===== src/rtl/mmv_pkg.sv =====
package mmv_pkg;

    typedef enum logic [1:0] {
        VK_SCR0,
        VK_SCR1,
        VK_HICOL,
        VK_HIRES
    } vkind_t;

    typedef enum logic [3:0] {
        F_IDLE,
        F_REQ_A,
        F_WAIT_A,
        F_TAKE_A,
        F_WAIT_B,
        F_TAKE_B,
        F_GAP_1,
        F_GAP_2,
        F_LOAD
    } fstate_t;

    function automatic vkind_t decode_mode(input logic [2:0] m);
        if (!m[1])
            return m[0] ? VK_SCR1 : VK_SCR0;
        else if (!m[2])
            return VK_HICOL;
        else
            return VK_HIRES;
    endfunction

    // bitmap byte offset: thirds, pixel row in cell, cell row, column
    function automatic logic [12:0] pix_ofs(input logic [7:0] y, input logic [4:0] col);
        return {y[7:6], y[2:0], y[5:3], col};
    endfunction

    // attribute byte offset after the 6 KiB bitmap
    function automatic logic [12:0] attr_ofs(input logic [7:0] y, input logic [4:0] col);
        return {3'b110, y[7:3], col};
    endfunction

endpackage


===== src/rtl/mmv_timing.sv =====
module mmv_timing #(
    parameter int LINE_CLKS    = 448,
    parameter int FRAME_LINES  = 312,
    parameter int H_ACT_START  = 48,
    parameter int ACT_COLS     = 32,
    parameter int V_ACT_START  = 56,
    parameter int ACT_LINES    = 192,
    parameter int HS_START     = 352,
    parameter int HS_LEN       = 32,
    parameter int VS_START     = 280,
    parameter int VS_LEN       = 4,
    parameter int INT_LEN      = 64,
    parameter int FLASH_FRAMES = 16
) (
    input  logic                           clk,
    input  logic                           rst_n,
    input  logic                           irq_mask,
    output logic [$clog2(FRAME_LINES)-1:0] vc,
    output logic                           kick,
    output logic                           disp_act,
    output logic                           hs_win,
    output logic                           vs_win,
    output logic                           flash_ph,
    output logic                           hsync,
    output logic                           vsync,
    output logic                           frame_irq
);
    localparam int HW = $clog2(LINE_CLKS);
    localparam int VW = $clog2(FRAME_LINES);
    localparam int FW = (FLASH_FRAMES > 1) ? $clog2(FLASH_FRAMES) : 1;

    localparam logic [HW-1:0] H_LAST = HW'(LINE_CLKS - 1);
    localparam logic [HW-1:0] HA_S   = HW'(H_ACT_START);
    localparam logic [HW-1:0] HE_S   = HW'(H_ACT_START + 8 * ACT_COLS);
    localparam logic [HW-1:0] KICK_S = HW'(H_ACT_START - 9);
    localparam logic [HW-1:0] HS0_S  = HW'(HS_START);
    localparam logic [HW-1:0] HS1_S  = HW'(HS_START + HS_LEN);
    localparam logic [HW-1:0] INT_S  = HW'(INT_LEN);
    localparam logic [VW-1:0] V_LAST = VW'(FRAME_LINES - 1);
    localparam logic [VW-1:0] VA_S   = VW'(V_ACT_START);
    localparam logic [VW-1:0] VE_S   = VW'(V_ACT_START + ACT_LINES);
    localparam logic [VW-1:0] VS0_S  = VW'(VS_START);
    localparam logic [VW-1:0] VS1_S  = VW'(VS_START + VS_LEN);
    localparam logic [FW-1:0] FL_LAST = FW'(FLASH_FRAMES - 1);

    logic [HW-1:0] hc;
    logic [FW-1:0] fl_cnt;
    logic          line_act;
    logic          frame_end;

    assign line_act  = (vc >= VA_S) && (vc < VE_S);
    assign kick      = line_act && (hc == KICK_S);
    assign disp_act  = line_act && (hc >= HA_S) && (hc < HE_S);
    assign hs_win    = (hc >= HS0_S) && (hc < HS1_S);
    assign vs_win    = (vc >= VS0_S) && (vc < VS1_S);
    assign frame_end = (hc == H_LAST) && (vc == V_LAST);

    always_ff @(posedge clk or negedge rst_n) begin
        if (!rst_n) begin
            hc <= '0;
            vc <= '0;
        end else if (hc == H_LAST) begin
            hc <= '0;
            vc <= (vc == V_LAST) ? '0 : vc + 1'b1;
        end else begin
            hc <= hc + 1'b1;
        end
    end

    always_ff @(posedge clk or negedge rst_n) begin
        if (!rst_n) begin
            fl_cnt   <= '0;
            flash_ph <= 1'b0;
        end else if (frame_end) begin
            if (fl_cnt == FL_LAST) begin
                fl_cnt   <= '0;
                flash_ph <= ~flash_ph;
            end else begin
                fl_cnt <= fl_cnt + 1'b1;
            end
        end
    end

    always_ff @(posedge clk or negedge rst_n) begin
        if (!rst_n) begin
            hsync     <= 1'b0;
            vsync     <= 1'b0;
            frame_irq <= 1'b0;
        end else begin
            hsync     <= hs_win;
            vsync     <= vs_win;
            frame_irq <= (vc == '0) && (hc < INT_S) && !irq_mask;
        end
    end

endmodule


===== src/rtl/mmv_fetch.sv =====
module mmv_fetch
    import mmv_pkg::*;
#(
    parameter int FRAME_LINES = 312,
    parameter int V_ACT_START = 56,
    parameter int ACT_COLS    = 32
) (
    input  logic                           clk,
    input  logic                           rst_n,
    input  logic                           kick,
    input  logic [$clog2(FRAME_LINES)-1:0] vc,
    input  logic [2:0]                     mode_sel,
    input  logic                           alt_bank,
    input  logic [7:0]                     mem_data,
    output logic [13:0]                    mem_addr,
    output logic                           mem_bank,
    output logic                           ld,
    output logic [7:0]                     b_pix,
    output logic [7:0]                     b_sec,
    output vkind_t                         f_kind
);
    localparam int VW = $clog2(FRAME_LINES);
    localparam int CW = (ACT_COLS > 1) ? $clog2(ACT_COLS) : 1;
    localparam logic [VW-1:0] VA_S     = VW'(V_ACT_START);
    localparam logic [CW-1:0] COL_LAST = CW'(ACT_COLS - 1);

    fstate_t       state, state_nx;
    logic [CW-1:0] col;
    logic [7:0]    y;
    logic [12:0]   p_ofs;
    vkind_t        kind_now;

    assign y        = 8'(vc - VA_S);
    assign p_ofs    = pix_ofs(y, 5'(col));
    assign kind_now = decode_mode(mode_sel);
    assign ld       = (state == F_LOAD);

    always_comb begin
        state_nx = state;
        unique case (state)
            F_IDLE:   state_nx = kick ? F_REQ_A : F_IDLE;
            F_REQ_A:  state_nx = F_WAIT_A;
            F_WAIT_A: state_nx = F_TAKE_A;
            F_TAKE_A: state_nx = F_WAIT_B;
            F_WAIT_B: state_nx = F_TAKE_B;
            F_TAKE_B: state_nx = F_GAP_1;
            F_GAP_1:  state_nx = F_GAP_2;
            F_GAP_2:  state_nx = F_LOAD;
            F_LOAD:   state_nx = (col == COL_LAST) ? F_IDLE : F_REQ_A;
            default:  state_nx = F_IDLE;
        endcase
    end

    always_ff @(posedge clk or negedge rst_n) begin
        if (!rst_n)
            state <= F_IDLE;
        else
            state <= state_nx;
    end

    always_ff @(posedge clk or negedge rst_n) begin
        if (!rst_n) begin
            col      <= '0;
            mem_addr <= '0;
            mem_bank <= 1'b0;
            b_pix    <= '0;
            b_sec    <= '0;
            f_kind   <= VK_SCR0;
        end else begin
            unique case (state)
                F_IDLE: col <= '0;
                F_REQ_A: begin
                    f_kind   <= kind_now;
                    mem_bank <= alt_bank;
                    mem_addr <= {kind_now == VK_SCR1, p_ofs};
                end
                F_TAKE_A: begin
                    b_pix <= mem_data;
                    if (f_kind == VK_SCR0 || f_kind == VK_SCR1)
                        mem_addr <= {f_kind == VK_SCR1, attr_ofs(y, 5'(col))};
                    else
                        mem_addr <= {1'b1, p_ofs};
                end
                F_TAKE_B: b_sec <= mem_data;
                F_LOAD:   col <= col + 1'b1;
                default: ;
            endcase
        end
    end

endmodule


===== src/rtl/mmv_pixel.sv =====
module mmv_pixel
    import mmv_pkg::*;
(
    input  logic       clk,
    input  logic       rst_n,
    input  logic       ld,
    input  logic [7:0] b_pix,
    input  logic [7:0] b_sec,
    input  vkind_t     f_kind,
    input  logic       disp_act,
    input  logic       hs_win,
    input  logic       vs_win,
    input  logic       flash_ph,
    input  logic [2:0] mode_sel,
    input  logic [2:0] hires_pair,
    input  logic [2:0] border_idx,
    output logic [3:0] colour_a,
    output logic [3:0] colour_b
);
    logic [15:0] sh;
    logic [7:0]  d_attr;
    vkind_t      d_kind;
    logic [3:0]  ink_c, paper_c, std_c, hr_ink, hr_paper, border_c;
    logic        std_bit;

    assign ink_c    = {d_attr[6], d_attr[2:0]};
    assign paper_c  = {d_attr[6], d_attr[5:3]};
    assign std_bit  = sh[15] ^ (d_attr[7] & flash_ph);
    assign std_c    = std_bit ? ink_c : paper_c;
    assign hr_ink   = {1'b1, hires_pair};
    assign hr_paper = {1'b1, ~hires_pair};
    assign border_c = (decode_mode(mode_sel) == VK_HIRES) ? hr_paper : {1'b0, border_idx};

    always_ff @(posedge clk or negedge rst_n) begin
        if (!rst_n) begin
            sh     <= '0;
            d_attr <= '0;
            d_kind <= VK_SCR0;
        end else if (ld) begin
            sh     <= {b_pix, b_sec};
            d_attr <= b_sec;
            d_kind <= f_kind;
        end else if (disp_act) begin
            sh <= (d_kind == VK_HIRES) ? {sh[13:0], 2'b00} : {sh[14:0], 1'b0};
        end
    end

    always_ff @(posedge clk or negedge rst_n) begin
        if (!rst_n) begin
            colour_a <= '0;
            colour_b <= '0;
        end else if (hs_win || vs_win) begin
            colour_a <= '0;
            colour_b <= '0;
        end else if (disp_act) begin
            if (d_kind == VK_HIRES) begin
                colour_a <= sh[15] ? hr_ink : hr_paper;
                colour_b <= sh[14] ? hr_ink : hr_paper;
            end else begin
                colour_a <= std_c;
                colour_b <= std_c;
            end
        end else begin
            colour_a <= border_c;
            colour_b <= border_c;
        end
    end

endmodule


===== src/rtl/multimode_video.sv =====
module multimode_video
    import mmv_pkg::*;
#(
    parameter int LINE_CLKS    = 448,
    parameter int FRAME_LINES  = 312,
    parameter int H_ACT_START  = 48,
    parameter int ACT_COLS     = 32,
    parameter int V_ACT_START  = 56,
    parameter int ACT_LINES    = 192,
    parameter int HS_START     = 352,
    parameter int HS_LEN       = 32,
    parameter int VS_START     = 280,
    parameter int VS_LEN       = 4,
    parameter int INT_LEN      = 64,
    parameter int FLASH_FRAMES = 16
) (
    input  logic        clk,
    input  logic        rst_n,
    input  logic [2:0]  mode_sel,
    input  logic [2:0]  hires_pair,
    input  logic        alt_bank,
    input  logic [2:0]  border_idx,
    input  logic        irq_mask,
    output logic [13:0] mem_addr,
    output logic        mem_bank,
    input  logic [7:0]  mem_data,
    output logic [3:0]  colour_a,
    output logic [3:0]  colour_b,
    output logic        hsync,
    output logic        vsync,
    output logic        frame_irq
);
    localparam int VW = $clog2(FRAME_LINES);

    logic [VW-1:0] vc;
    logic          kick, disp_act, hs_win, vs_win, flash_ph, ld;
    logic [7:0]    b_pix, b_sec;
    vkind_t        f_kind;

    mmv_timing #(
        .LINE_CLKS(LINE_CLKS), .FRAME_LINES(FRAME_LINES),
        .H_ACT_START(H_ACT_START), .ACT_COLS(ACT_COLS),
        .V_ACT_START(V_ACT_START), .ACT_LINES(ACT_LINES),
        .HS_START(HS_START), .HS_LEN(HS_LEN),
        .VS_START(VS_START), .VS_LEN(VS_LEN),
        .INT_LEN(INT_LEN), .FLASH_FRAMES(FLASH_FRAMES)
    ) u_timing (
        .clk(clk), .rst_n(rst_n), .irq_mask(irq_mask), .vc(vc),
        .kick(kick), .disp_act(disp_act), .hs_win(hs_win), .vs_win(vs_win),
        .flash_ph(flash_ph), .hsync(hsync), .vsync(vsync), .frame_irq(frame_irq)
    );

    mmv_fetch #(
        .FRAME_LINES(FRAME_LINES), .V_ACT_START(V_ACT_START), .ACT_COLS(ACT_COLS)
    ) u_fetch (
        .clk(clk), .rst_n(rst_n), .kick(kick), .vc(vc), .mode_sel(mode_sel),
        .alt_bank(alt_bank), .mem_data(mem_data), .mem_addr(mem_addr),
        .mem_bank(mem_bank), .ld(ld), .b_pix(b_pix), .b_sec(b_sec), .f_kind(f_kind)
    );

    mmv_pixel u_pixel (
        .clk(clk), .rst_n(rst_n), .ld(ld), .b_pix(b_pix), .b_sec(b_sec),
        .f_kind(f_kind), .disp_act(disp_act), .hs_win(hs_win), .vs_win(vs_win),
        .flash_ph(flash_ph), .mode_sel(mode_sel), .hires_pair(hires_pair),
        .border_idx(border_idx), .colour_a(colour_a), .colour_b(colour_b)
    );

endmodule


===== config.mk =====
export PLATFORM = sky130hd
export DESIGN_NAME = multimode_video
export DESIGN_NICKNAME = d
export VERILOG_FILES = /design/src/rtl/mmv_pkg.sv /design/src/rtl/mmv_timing.sv /design/src/rtl/mmv_fetch.sv /design/src/rtl/mmv_pixel.sv /design/src/rtl/multimode_video.sv
export SDC_FILE = /design/constraint.sdc
export NUM_CORES = 1
export LEC_CHECK = 0
export BUFFER_PORTS_ARGS = -buffer_cell sky130_fd_sc_hd__clkbuf_2
export CORE_ASPECT_RATIO = 0.7
export CORE_MARGIN = 3
export CORE_UTILIZATION = 40
export DETAILED_ROUTE_END_ITERATION = 12
export PLACE_DENSITY_LB_ADDON = 0.05
export SETUP_SLACK_MARGIN = 0.4
export SLEW_MARGIN = 20
export SYNTH_ARGS = -nofsm -noshare
export SYNTH_HDL_FRONTEND = slang
export SYNTH_SLANG_ARGS = --single-unit

===== constraint.sdc =====
create_clock -name clk -period 2.1 [get_ports clk]
set_clock_uncertainty 0.05 [all_clocks]
set_input_delay 0.105 -clock clk [delete_from_list [all_inputs] [get_ports clk]]
set_output_delay 0.105 -clock clk [all_outputs]
set_load 0.03 [all_outputs]

==> flow_summary.yaml, run 1 <==
timing:
  final_period_util_pct: 88.0
  timing.setup.tns_ns: 0
  tightest_slew_ns: 0.525
  layout_setup_ws_ns: 0.252
  timing.slew.headroom_pct: 65.0
  timing_hold_violations_final: 0
  fmax_ghz: 0.541
  rsz0062_at_grt: "yes"
  setup_viol: 0
  timing_max_transition_violations_final: 0
  worst_hold_check_slack_ns: 0.0872
  final.min_clock_period_ns: 1.85
route:
  route.detailed.drc: 0
  routedLengthMet1_mm: 6.79
  vias: 3999
  detail_route.vias_per_cell: 5.38
  top_layer_used: "met4"
  wl_met3_um: 760
  remaining_antenna_violation_count_after_routing: 0
  dr_wl_met2_mm: 5.35
  avgRoutedWirePerCell_um: 17.5
  drt_first_pass_iters: 5
  detail_route.iter0.violations: 218
  finalWirelength_mm: 13.0
final_layout:
  diodes: 0
  final_nets: 610
  postLayoutCellArea_um2: 6550
  post_route_cells_drive_above_1_share_pct: 34.3
  post_layout_nonfiller_instances: 743
  area_growth_pct: 29.1
  share_of_the_core_filled_with_cells_pct: 54.3
synth:
  syn-num-nets: 526
  asyncSetResetFlopFracSynth_pct: 100
  synthesized_area_divided_by_synthesized_cell_count_um2: 10.2
  synth_ff_type: "sky130_fd_sc_hd__dfrtp_1"
  ys_warn_count: 0
  synthCells: 497
  mappedNetlistArea_um2: 5070
  synth_sequential_area_ratio_pct: 49.9
  synth_cell_types: 54
  synth_seq_cells: 101
  edff_count_synth: 0
worst_setup_path:
  critical_path_arrival_ns: 2.03
  crit_path_start_kind: "flip-flop"
  endpoint_kind: "flip-flop"
  worst_ep_required_time_ns: 2.28
  setup.worst_path.class: "reg -> reg"
  critical_path.max_fanout: 6
  flop_to_flop_setup_slack_ns: 0.25
run:
  maxCapViolations: 0
placement:
  place.gp.congestion: 0.836
  dp_worst_setup_slack_ns: 0.154
  buffer_ports.inserted: 46
  placement.cell_area_um2: 5720
  dpl.hpwl_mm: 8.93
  post-place-cells: 696
global_routing:
  globalRoute.totalOverflow: 0
  grt_first_pass_wirelength_mm: 21.2
  grt_max_degree: 39
  grt_antenna_before_repair: 0
  grt_pass1_vias: 3883
  gr-usage-all-layers_pct: 19.2
floorplanning:
  ios: 47
  core-area_um2: 12100
  placementRows: 33
  die_y_um: 100
  start_util_pct: 42.1
  fp.dieW_um: 141
  die_area_um2: 14100
power_and_ir_drop:
  vdd_drop_max_mv: 0.434
  report.power.total_mw: 3.89
  p_leak_nw: 3.03
  power.density_nw_per_um2: 594
clock_tree:
  cts.root.buffer_cell: "sky130_fd_sc_hd__clkbuf_16"
  clock_tree.htree_level_count: 3
  count_of_clock_tree_sinks: 101
  worstSkewPairLatency_ns: 0.34
  cts_tree: "yes"
  clkSlewWorstSetupHoldPaths_ns: 0.07
  number_of_buffers_added_by_the_clock_tree_synthesis_step: 9
  cts_max_path_buffers: 2
run_status:
  status: "finished clean"
hold_path:
  holdCritPathClass: "in -> reg"
==> cell families (layout without fill, tap and decap cells) <==
group	Yosys count	count (layout)	synth area share [%]
fa+ha+maj	8	8	1.97
buf+inv	43	132	4.22
mux	32	32	7.08
xor+xnor	26	26	5.01
flops	101	101	49.9
compound gates	87	87	12.7
simple gates	200	200	19.1
==> layout make-up <==
class | instances | area [um^2]
Clock buffer | 10 | 229
Clock inverter | 6 | 87.6
Fill cell | 1064 | 5510
Inverter | 6 | 22.5
Multi-Input combinational cell | 353 | 2630
Sequential cell | 101 | 2540
Tap cell | 157 | 196
Timing Repair Buffer | 110 | 846
==> cell usage in the layout (no fill, tap or decap), types with 9 or more instances in the layout <==
cell,n
sky130_fd_sc_hd__nand2_1,92
sky130_fd_sc_hd__nor4_1,9
sky130_fd_sc_hd__nor2_1,23
sky130_fd_sc_hd__nand3_1,16
sky130_fd_sc_hd__dfrtp_1,93
sky130_fd_sc_hd__xnor2_1,19
sky130_fd_sc_hd__dlygate4sd3_1,12
sky130_fd_sc_hd__a31oi_1,16
sky130_fd_sc_hd__clkbuf_16,10
sky130_fd_sc_hd__mux2_2,29
sky130_fd_sc_hd__buf_4,41
sky130_fd_sc_hd__o21ai_0,11
sky130_fd_sc_hd__clkbuf_2,45
sky130_fd_sc_hd__and3_1,10
==> critical path, stage by stage, from the launching register on <==
cell	delay, ns
sky130_fd_sc_hd__dfrtp_1	0.41
sky130_fd_sc_hd__ha_4	0.19
sky130_fd_sc_hd__a211o_1	0.30
sky130_fd_sc_hd__a32oi_4	0.24
sky130_fd_sc_hd__nor3_4	0.11
sky130_fd_sc_hd__clkbuf_16	0.17
sky130_fd_sc_hd__o31a_1	0.26
==> what timing repair did <==
item	4_1_cts	5_1_grt
hold endpoints to repair	54	0
gates cloned	0	1
hold buffers	12	0
gates resized for setup	26	23
setup buffers	14	4
pin swaps	9	6
endpoints found under the setup margin	41	60
==> where the power goes <==
| group | switching [mW] | internal, mW |
|---|---|---|
| Clock | 0.727 | 1.05 |
| Sequential | 0.00283 | 1.95 |
| Combinational | 0.0988 | 0.0603 |
==> per-layer routing <==
layer	track usage [%]	vias to the layer above
met5	0	-
met1	30.2	1947
li1	-	1950
met2	26.4	96
met4	4.54	0
met3	4.67	6
==> synth_stat cells (all sizes together), types with 4 or more instances <==
cell | count | area share, %
dfrtp | 101 | 50
nand2 | 94 | 7.0
mux2 | 31 | 6.9
nor2 | 27 | 2.0
buf | 20 | 2.5
xnor2 | 20 | 3.6
a31oi | 19 | 2.3
nand3 | 18 | 1.9
clkbuf | 17 | 1.3
o21ai | 13 | 1.3
and3 | 12 | 1.5
nor4 | 11 | 1.4
a211oi | 9 | 1.6
a41oi | 9 | 1.6
nor3 | 9 | 1.1
a21oi | 8 | 0.79
ha | 8 | 2.0
o31a | 8 | 1.4
o31ai | 8 | 1.2
nand2b | 6 | 0.74
xor2 | 6 | 1.4
inv | 5 | 0.37
a32oi | 4 | 1.1
nand4 | 4 | 0.49
or3 | 4 | 0.59
==> flip-flops by register name (all words and copies together) (netlist names), 2 cells and up <==
name / flops
u_fetch.mem_addr: 14
u_fetch.state: 4
u_fetch.b_pix: 8
u_fetch.f_kind: 2
u_pixel.d_attr: 8
u_pixel.d_kind: 2
u_timing.vc: 9
u_pixel.colour_a: 4
u_fetch.col: 5
u_fetch.b_sec: 8
u_pixel.sh: 16
u_pixel.colour_b: 3
u_timing.fl_cnt: 4
u_timing.hc: 9
==> path summary, 6_finish.rpt <==
kind                            cells past startpoint                        from                             to
worst max-delay path                                6  u_timing.vc[4]$_DFFE_PN0N_      u_pixel.sh[9]$_DFFE_PN0P_
worst min-delay path                                2                 mode_sel[1]  u_fetch.f_kind[1]$_DFFE_PN0P_
worst max register to register                      6  u_timing.vc[4]$_DFFE_PN0N_      u_pixel.sh[9]$_DFFE_PN0P_
worst min register to register                      1    u_timing.hc[0]$_DFF_PN0_       u_timing.hc[0]$_DFF_PN0_
max in group asynchronous                           3                       rst_n   u_timing.frame_irq$_DFF_PN0_
min in group asynchronous                           2                       rst_n     u_pixel.sh[13]$_DFFE_PN0P_
(Power assumes the default switching activity.)
==> inputs of run 2 (changes only) <==
--- a/config.mk
+++ b/config.mk
@@ -5,11 +5,14 @@
 export SDC_FILE = /design/constraint.sdc
 export NUM_CORES = 1
 export LEC_CHECK = 0
+export ABC_AREA = 1
 export BUFFER_PORTS_ARGS = -buffer_cell sky130_fd_sc_hd__clkbuf_2
 export CORE_ASPECT_RATIO = 0.7
 export CORE_MARGIN = 3
 export CORE_UTILIZATION = 40
 export DETAILED_ROUTE_END_ITERATION = 12
+export GPL_ROUTABILITY_DRIVEN = 1
+export GPL_TIMING_DRIVEN = 0
 export PLACE_DENSITY_LB_ADDON = 0.05
 export SETUP_SLACK_MARGIN = 0.4
 export SLEW_MARGIN = 20
==> run 2 against run 1 <==
Non-clock buffer count decreased by 9; power fell by 1.1%; sequential power hardly changed; critical endpoint is now u_timing.vc[4]$_DFFE_PN0N_; highest routed layer unchanged.
==> flow_summary.yaml, run 2 <==
run_status:
  status: "finished clean"
timing:
  worst_hold_check_slack_ns: 0.0980
  final.min_clock_period_ns: 1.69
  timing_hold_violations_final: 0
  layout_setup_ws_ns: 0.410
  timing_max_transition_violations_final: 0
  timing.slew.headroom_pct: 69.3
  timing.setup.tns_ns: 0
  tightest_slew_ns: 0.461
  final_period_util_pct: 80.5
  fmax_ghz: 0.592
  rsz0062_at_grt: "yes"
  setup_viol: 0
synth:
  asyncSetResetFlopFracSynth_pct: 100
  edff_count_synth: 0
  synth_sequential_area_ratio_pct: 50.3
  synth_largest_type_area_fraction_pct: 50.3
  syn-num-nets: 652
  synth_seq_cells: 101
  mappedNetlistArea_um2: 5020
  synthCells: 623
  synthesized_area_divided_by_synthesized_cell_count_um2: 8.06
  synth_ff_type: "sky130_fd_sc_hd__dfrtp_1"
  synth_most_common_cell: "sky130_fd_sc_hd__nand2_1"
  ys_warn_count: 0
  ys_top_cells_by_count: "sky130_fd_sc_hd__nand2_1, sky130_fd_sc_hd__dfrtp_1, sky130_fd_sc_hd__inv_1, sky130_fd_sc_hd__o21ai_0, sky130_fd_sc_hd__nand3_1"
  post-synth-top-area-cell: "sky130_fd_sc_hd__dfrtp_1"
  synth_cell_types: 36
  yosys-top-cells-area: "sky130_fd_sc_hd__dfrtp_1, sky130_fd_sc_hd__nand2_1, sky130_fd_sc_hd__inv_1"
power_and_ir_drop:
  p_leak_nw: 3.37
  vdd_drop_max_mv: 0.336
  power.density_nw_per_um2: 615
  report.power.total_mw: 3.85
global_routing:
  grt_antenna_before_repair: 0
  gr-usage-all-layers_pct: 18.6
  grt_first_pass_wirelength_mm: 20.7
  grt_pass1_vias: 3910
  globalRoute.totalOverflow: 0
  grt_max_degree: 84
route:
  detail_route.vias_per_cell: 4.88
  finalWirelength_mm: 12.7
  detail_route.iter0.violations: 340
  vias: 4282
  route.detailed.drc: 0
  avgRoutedWirePerCell_um: 14.4
  drt_first_pass_iters: 4
  remaining_antenna_violation_count_after_routing: 0
clock_tree:
  cts.root.buffer_cell: "sky130_fd_sc_hd__clkbuf_16"
  cts_max_path_buffers: 2
  number_of_buffers_added_by_the_clock_tree_synthesis_step: 9
  count_of_clock_tree_sinks: 101
  clkSlewWorstSetupHoldPaths_ns: 0.07
  clock_tree.htree_level_count: 3
  worstSkewPairLatency_ns: 0.35
  cts_tree: "yes"
placement:
  dpl.hpwl_mm: 9.14
  place.gp.congestion: 0.889
  post-place-cells: 827
  buffer_ports.inserted: 46
  dp_worst_setup_slack_ns: 0.275
final_layout:
  final_nets: 745
  nFillCells: 1152
  multi_input_gate_area_in_the_final_layout_um2: 2200
  post_route_cells_drive_above_1_share_pct: 23.1
  final-seq-area_um2: 2530
  area_growth_pct: 24.5
  top_register_by_number_of_flip_flops: "u_pixel.sh"
  layout_commonest_cell: "sky130_fd_sc_hd__nand2_1"
  diodes: 0
  largest_register_ff_count: 16
  reg_top3: "u_pixel.sh x16, u_fetch.mem_addr x14"
  mostFrequentLayoutCells: "sky130_fd_sc_hd__nand2_1, sky130_fd_sc_hd__dfrtp_1, sky130_fd_sc_hd__inv_1"
  post_layout_nonfiller_instances: 877
floorplanning:
  die_area_um2: 14000
  ios: 47
  start_util_pct: 41.9
  fp.dieW_um: 140
  core-area_um2: 12000
  die_y_um: 99.7
  placementRows: 33
worst_setup_path:
  setup.worst_path.class: "reg -> reg"
  endpoint_kind: "flip-flop"
  critical_path_arrival_ns: 1.88
  crit_path_start_kind: "flip-flop"
  worst_ep_required_time_ns: 2.29
  critical_path.max_fanout: 7
run:
  maxCapViolations: 0
hold_path:
  holdCritPathClass: "in -> reg"
-- run 2: changes by cell type after synthesis, moves of 9 or more --
cell                       delta
sky130_fd_sc_hd__nor4_1      -10
sky130_fd_sc_hd__xnor2_1     -18
sky130_fd_sc_hd__clkbuf_1    -13
sky130_fd_sc_hd__a41oi_1      -9
sky130_fd_sc_hd__a31oi_1     -18
sky130_fd_sc_hd__inv_1       +68
sky130_fd_sc_hd__nor2_1      +16
sky130_fd_sc_hd__mux2_2      -31
sky130_fd_sc_hd__o21ai_0     +38
sky130_fd_sc_hd__nand2_1    +101
sky130_fd_sc_hd__o211ai_1     +9
sky130_fd_sc_hd__and3_1      -12
sky130_fd_sc_hd__nand3_1     +26
-- run 2: cells by family (layout without fill, tap and decap cells) --
logic type | Yosys count | count (layout) | synth area share [%]
AOI/OAI and AO/OA | 87 | 87 | 9.79
xor gates and xnor gates | 10 | 10 | 1.74
adders and majority gates | 8 | 8 | 1.99
buffers and inverters | 96 | 193 | 8.32
DFF | 101 | 101 | 50.3
muxes | 3 | 3 | 0.598
and+or+nand+nor | 318 | 318 | 27.2
-- run 2: final timing paths --
path,to,depth (start not counted),startpoint,slack (ns)
max in group asynchronous,u_timing.vc[4]$_DFFE_PN0N_,3,rst_n,1.20
max reg2reg,u_timing.vc[4]$_DFFE_PN0N_,9,u_timing.hc[0]$_DFF_PN0_,0.41
max,u_timing.vc[4]$_DFFE_PN0N_,9,u_timing.hc[0]$_DFF_PN0_,0.41
min,u_pixel.colour_a[0]$_DFF_PN0_,5,border_idx[0],0.1
min in group asynchronous,u_timing.hc[2]$_DFF_PN0_,2,rst_n,0.12
min reg2reg,u_pixel.d_attr[4]$_DFFE_PN0P_,2,u_pixel.d_attr[4]$_DFFE_PN0P_,0.44
-- run 2: critical path, cell delays in order, from the launching register on --
cell and delay, ns:
sky130_fd_sc_hd__dfrtp_1 0.37, sky130_fd_sc_hd__ha_2 0.22, sky130_fd_sc_hd__nand2_4 0.07, sky130_fd_sc_hd__nor2_4 0.16
sky130_fd_sc_hd__nand2_4 0.08, sky130_fd_sc_hd__nor2_4 0.19, sky130_fd_sc_hd__buf_8 0.16, sky130_fd_sc_hd__nand2_4 0.05
sky130_fd_sc_hd__xor2_1 0.17, sky130_fd_sc_hd__nor2_1 0.06
-- run 2: per-stage QoR --
step	cell area, um^2	util, %
global placement	5450	45.5
detailed placement	5480	45.8
CTS	5970	49.8
finish	6250	52.2
floorplan	5020	-
global route	6250	52.2
-- run 2: per-layer routing --
layer | track usage, % | routed length (um) | part of all wire, % | vias up
met1 | 31.3 | 6950 | 55 | 2009
met5 | 0 | 0 | 0 | -
met3 | 4.13 | 685 | 5.4 | 11
met4 | 4.02 | 103 | 0.81 | 0
met2 | 23.7 | 4930 | 39 | 99
li1 | - | - | - | 2163
-- run 2: repair_timing --
| action | 4_1_cts | 5_1_grt |
|---|---|---|
| buffers inserted | 5 | 16 |
| hold endpoints to repair | 121 | 0 |
| cloned | 1 | 0 |
| hold buffers | 13 | 0 |
| gates resized for setup | 7 | 48 |
| pin swaps | 3 | 21 |
| endpoints found under the setup margin | 21 | 35 |
-- run 2: power by group --
part / switching (mW) / internal [mW]
Sequential: 0.00320 / 1.95
Combinational: 0.0976 / 0.0573
Clock: 0.767 / 0.968
Total: 0.868 / 2.98
-- run 2: final cells by class --
class	instances	share of cell area, %
timing repair buffer	82	9.37
clock buffer	10	3.82
sequential	101	40.4
inverter	77	4.68
tap	157	3.14
buffer	19	2.24
multi-input combinational	426	35.3
clock inverter	5	1.04
